===== src/rtl/alu8_flags.sv =====
module alu8_flags #(
  parameter int W  = 8,
  parameter int KW = 6
) (
  input  logic         clk,
  input  logic         rst_n,
  input  logic [3:0]   op,
  input  logic [W-1:0] a,
  input  logic [W-1:0] a_hi,
  input  logic [W-1:0] b,
  input  logic         flag_we,
  output logic [W-1:0] result,
  output logic [W-1:0] result_hi,
  output logic [5:0]   flags
);
  localparam int HB = W / 2;
  localparam int WW = 2 * W;
  localparam int FC = 0, FZ = 1, FN = 2, FV = 3, FS = 4, FH = 5;

  localparam logic [3:0] OP_ADD = 4'd0,  OP_ADC = 4'd1,  OP_SUB = 4'd2,  OP_SBC = 4'd3;
  localparam logic [3:0] OP_AND = 4'd4,  OP_OR  = 4'd5,  OP_XOR = 4'd6,  OP_COM = 4'd7;
  localparam logic [3:0] OP_NEG = 4'd8,  OP_INC = 4'd9,  OP_DEC = 4'd10, OP_CP  = 4'd11;
  localparam logic [3:0] OP_CPC = 4'd12, OP_ADW = 4'd13, OP_SBW = 4'd14;

  logic [5:0] flg, nf;
  assign flags = flg;

  logic cin, bin;
  assign cin = (op == OP_ADC) & flg[FC];
  assign bin = ((op == OP_SBC) | (op == OP_CPC)) & flg[FC];

  logic [W:0] add_s;
  logic [HB:0] add_h;
  assign add_s = {1'b0, a} + {1'b0, b} + {{W{1'b0}}, cin};
  assign add_h = {1'b0, a[HB-1:0]} + {1'b0, b[HB-1:0]} + {{HB{1'b0}}, cin};

  logic [W-1:0] sx, sy;
  assign sx = (op == OP_NEG) ? '0 : a;
  assign sy = (op == OP_NEG) ? a : b;

  logic [W:0] sub_d;
  logic [HB:0] sub_h;
  assign sub_d = {1'b0, sx} - {1'b0, sy} - {{W{1'b0}}, bin};
  assign sub_h = {1'b0, sx[HB-1:0]} - {1'b0, sy[HB-1:0]} - {{HB{1'b0}}, bin};

  logic add_v, sub_v;
  assign add_v = (a[W-1] == b[W-1]) & (add_s[W-1] != a[W-1]);
  assign sub_v = (sx[W-1] != sy[W-1]) & (sub_d[W-1] != sx[W-1]);

  logic [WW-1:0] wx, wk;
  logic [WW:0]   ws, wd;
  assign wx = {a_hi, a};
  assign wk = {{(WW-KW){1'b0}}, b[KW-1:0]};
  assign ws = {1'b0, wx} + {1'b0, wk};
  assign wd = {1'b0, wx} - {1'b0, wk};

  logic [W-1:0] inc_r, dec_r, log_r;
  assign inc_r = a + 1'b1;
  assign dec_r = a - 1'b1;
  always_comb begin
    case (op)
      OP_AND:  log_r = a & b;
      OP_OR:   log_r = a | b;
      OP_XOR:  log_r = a ^ b;
      OP_INC:  log_r = inc_r;
      default: log_r = dec_r;
    endcase
  end

  always_comb begin
    result    = a;
    result_hi = '0;
    nf        = flg;
    case (op)
      OP_ADD, OP_ADC: begin
        result  = add_s[W-1:0];
        nf[FC]  = add_s[W];
        nf[FH]  = add_h[HB];
        nf[FV]  = add_v;
        nf[FN]  = add_s[W-1];
        nf[FZ]  = (add_s[W-1:0] == '0);
      end
      OP_SUB, OP_SBC, OP_NEG, OP_CP, OP_CPC: begin
        if (op != OP_CP && op != OP_CPC) result = sub_d[W-1:0];
        nf[FC]  = sub_d[W];
        nf[FH]  = sub_h[HB];
        nf[FV]  = sub_v;
        nf[FN]  = sub_d[W-1];
        if (op == OP_SBC || op == OP_CPC)
          nf[FZ] = flg[FZ] & (sub_d[W-1:0] == '0);
        else
          nf[FZ] = (sub_d[W-1:0] == '0);
      end
      OP_AND, OP_OR, OP_XOR, OP_INC, OP_DEC: begin
        result  = log_r;
        nf[FV]  = 1'b0;
        nf[FN]  = log_r[W-1];
        nf[FZ]  = (log_r == '0);
      end
      OP_COM: begin
        result  = ~a;
        nf[FC]  = 1'b1;
        nf[FV]  = 1'b0;
        nf[FN]  = ~a[W-1];
        nf[FZ]  = (a == '1);
      end
      OP_ADW: begin
        {result_hi, result} = ws[WW-1:0];
        nf[FC]  = ws[WW];
        nf[FV]  = ~wx[WW-1] & ws[WW-1];
        nf[FN]  = ws[WW-1];
        nf[FZ]  = (ws[WW-1:0] == '0);
      end
      OP_SBW: begin
        {result_hi, result} = wd[WW-1:0];
        nf[FC]  = wd[WW];
        nf[FV]  = wx[WW-1] & ~wd[WW-1];
        nf[FN]  = wd[WW-1];
        nf[FZ]  = (wd[WW-1:0] == '0);
      end
      default: ;
    endcase
    nf[FS] = nf[FN] ^ nf[FV];
  end

  always_ff @(posedge clk or negedge rst_n) begin
    if (!rst_n)       flg <= '0;
    else if (flag_we) flg <= nf;
  end
endmodule



===== config.mk =====
export PLATFORM = sky130hd
export DESIGN_NAME = alu8_flags
export DESIGN_NICKNAME = d
export VERILOG_FILES = /design/src/rtl/alu8_flags.sv
export SDC_FILE = /design/constraint.sdc
export NUM_CORES = 1
export LEC_CHECK = 0
export BUFFER_PORTS_ARGS = -buffer_cell sky130_fd_sc_hd__buf_2
export CORE_MARGIN = 5
export CORE_UTILIZATION = 43
export CTS_BUF_LIST = sky130_fd_sc_hd__clkbuf_4
export DETAILED_ROUTE_END_ITERATION = 12
export PLACE_DENSITY = 0.75
export SETUP_SLACK_MARGIN = 0.1
export SLEW_MARGIN = 20
export SYNTH_ARGS = -nofsm -noshare
export SYNTH_HDL_FRONTEND = slang
export SYNTH_SLANG_ARGS = --single-unit
export TNS_END_PERCENT = 100

===== constraint.sdc =====
create_clock -name clk -period 5.2 [get_ports clk]
set_input_delay 1.04 -clock clk [delete_from_list [all_inputs] [get_ports clk]]
set_output_delay 1.04 -clock clk [all_outputs]
set_load 0.05 [all_outputs]

==> flow_summary_export.csv <==
group,metric,value,unit
status,outcome,"finished with violations",
route,drc,0,
timing,timing_hold_violations_final,0,
final_layout,diodes,0,
logic_synthesis,ys_ff_latch,6,
logic_synthesis,synth_fp_nets,644,
place,portBuffers,52,
timing,setup_viol,1,
place,place_congestion,1.02,
floorplan,die_h,104,um
global_routing,gr-total-overflow,0,
critical_path,crit_start,"op[2]",
final_layout,design_area,4760,um^2
critical_path,r2r-start,"flags[0]",
floorplan,core,8640,um^2
cts,cts_sinks,6,
route,first_iter_violations,561,
floorplan,die_w,104,um
logic_synthesis,syn_area,3760,um^2
route,viasPerCell,6.52,
critical_path,slowest_delay,0.61,ns
final_layout,largest_register_ffs,6,
final_layout,fillers,842,
floorplan,fp.dieArea,10700,um^2
cts,clockBufferDepth,2,
cts,cts_tree,"built",
timing,clock.fmax,0.191,GHz
global_routing,antenna_found_initial,0,
logic_synthesis,synthArstFlopShare,1.00,
timing,finalClockSkew,0.00217,ns
cts,clkLatencyLatePin,0.24,ns
timing,fin_tns_setup,-0.0246,ns
logic_synthesis,syn_inst,564,
critical_path,crit_family,"simple AND/OR/NAND/NOR gates",
critical_path,slowest_stage,"or4b_4",
run,drv_cap,0,
logic_synthesis,ys_seq_area_frac,0.0399,
place,place_area,4540,um^2
logic_synthesis,yosys.area.top_type_share,0.140,
timing,period_needed,5.22,ns
final_layout,instances_no_fill,752,
critical_path,crit_chain,"buf_8, or4b_4, o21ai_4, fa_2, inv_2, ha_4, nand2b_4, a21oi_4, a21oi_4, or4_4, and2_4, o21a_1, a221oi_2, a31oi_4, buf_6",
critical_path,crit_arrival,4.18,ns
global_routing,grt_max_degree,25,
timing,slew_headroom,0.438,
critical_path,start_kind,"input pin",
logic_synthesis,avgSynthCellArea,6.67,um^2
floorplan,num_rows,34,
place,dp.cells,743,
place,post-place-ws,-0.226,ns
final_layout,final_common_cell,"buf_4",
route,totalWireLength,14800,um
floorplan,io_pins,53,
worst_hold_path,holdCritStartpoint,"flags[4]",
final_layout,mostFrequentLayoutCells,"buf_4 (60), nor2_1 (54), a21oi_1 (48), buf_2 (45)",
global_routing,grt_pass1_vias,4678,
route,antenna_left,0,
timing,fin_ws,-0.0246,ns
timing,report.final.slew_viol_count,0,
logic_synthesis,synth_largest_area_cell,"ha_1",
cts,cts-buffers-inserted,3,
critical_path,path_buf_inv,3,
route,first_pass_iters,5,
logic_synthesis,synth-edff-count,0,
critical_path,cp-end-kind,"output pin",
worst_hold_path,hold_path.class,"flip-flop to flip-flop",
logic_synthesis,synth_ff_type,"dfrtp_1",
logic_synthesis,yosys_warnings,0,
critical_path,required,4.16,ns
final_layout,fin_nets,726,
floorplan,initial_core_util,0.436,
timing,finalCritPeriodShare,1.00,
cts,cts_hold_buffers,0,
cts,htreeDepth,1,
power,p_leak,2.11,nW
status,violations,"setup timing",
power,peakVddDrop,0.0000860,V
final_layout,syn2layout_area_growth,26.4,%
timing,rsz0062_at_grt,"yes",
logic_synthesis,synth_area_leaders,"ha_1 (14%), a21oi_1 (7.0%), xnor2_1 (6.7%)",
global_routing,grt_usage,0.261,
place,hpwl,11800,um
logic_synthesis,synth_cell_types,63,
cts,cts.clk_slew.worst_paths,0.04,ns
critical_path,critical_path.max_fanout,6,
power,p_total,0.817,mW
timing,worst_pin_slew,0.838,ns
global_routing,grt_pass1_wl,23500,um
cts,root_buffer,"clkbuf_4",
final_layout,post-route-util,0.551,
timing,whs,0.509,ns
critical_path,crit_path_frequent_cell,"a21oi_4",
final_layout,layout-drive-gt1-share,0.239,
route,post_drt_wl_per_cell,19.7,um
route,vias,4902,
power,p_per_area,172,nW/um^2
critical_path,critPathKind,"input pin to output pin",
## cell usage after synthesis (8+ instances only)
cell type / n
a31oi_1: 15
clkbuf_1: 30
nand3_1: 11
nor2_1: 55
nor2b_1: 10
a21oi_1: 53
nand4_1: 11
nand2b_1: 12
a211oi_1: 11
ha_1: 42
inv_1: 41
and3_1: 9
o22ai_1: 13
nand2_1: 40
a21o_1: 8
xor2_1: 11
xnor2_1: 29
o21ai_0: 36
nor3_1: 14
## kinds of logic (layout without fill, tap and decap cells)
| kind of cell | Yosys count | count (layout) | share of synthesized area |
|---|---|---|---|
| buffers and inverters | 79 | 157 | 0.0834 |
| multiplexers | 5 | 5 | 0.0133 |
| AND/OR/NAND/NOR | 200 | 202 | 0.281 |
| XOR/XNOR | 40 | 40 | 0.0931 |
| adder cells (fa/ha/maj) | 49 | 49 | 0.177 |
| flip-flops | 6 | 6 | 0.0399 |
| AO/OA/AOI/OAI | 185 | 185 | 0.313 |
## repair_timing
item	in CTS	in global routing
pin swaps	13	5
buffers inserted	1	3
resized for setup	24	14
endpoints found under the setup margin	4	6
cloned	2	0
## tightest hold or removal path, stage by stage (launching register included)
cell and delay, ns:
dfrtp_1 0.33, nor2_1 0.04, a21oi_1 0.10
## final timing paths
| kind | end | cells past startpoint | slack (ns) |
|---|---|---|---|
| worst max-delay path | result[7] | 15 | -0.02 |
| worst min-delay path | flags[4] | 2 | 0.51 |
| worst max register to register | flags[1] | 12 | 1.83 |
| worst min register to register | flags[4] | 2 | 0.51 |
| max in group asynchronous | flags[4] | 1 | 4.45 |
| min in group asynchronous | flags[0] | 1 | 0.61 |
## final cells by class
cell class,instances,area (um^2),area share
Multi-Input combinational cell,481,3530,0.742
Timing Repair Buffer,113,766,0.161
Inverter,41,154,0.0323
Sequential cell,6,150,0.0316
Tap cell,108,135,0.0284
Clock buffer,3,22.5,0.00473
## power breakdown
group,switching [mW],internal [mW]
clock network,0.0151,0.0260
logic,0.433,0.278
registers,0.00894,0.0565
## per-layer routing
layer,global-route usage,share of wire
met1,0.358,0.41
met2,0.404,0.44
met3,0.0361,0.11
met4,0.116,0.048
met5,0,0
Note: power is estimated with default switching activity, not from simulation.
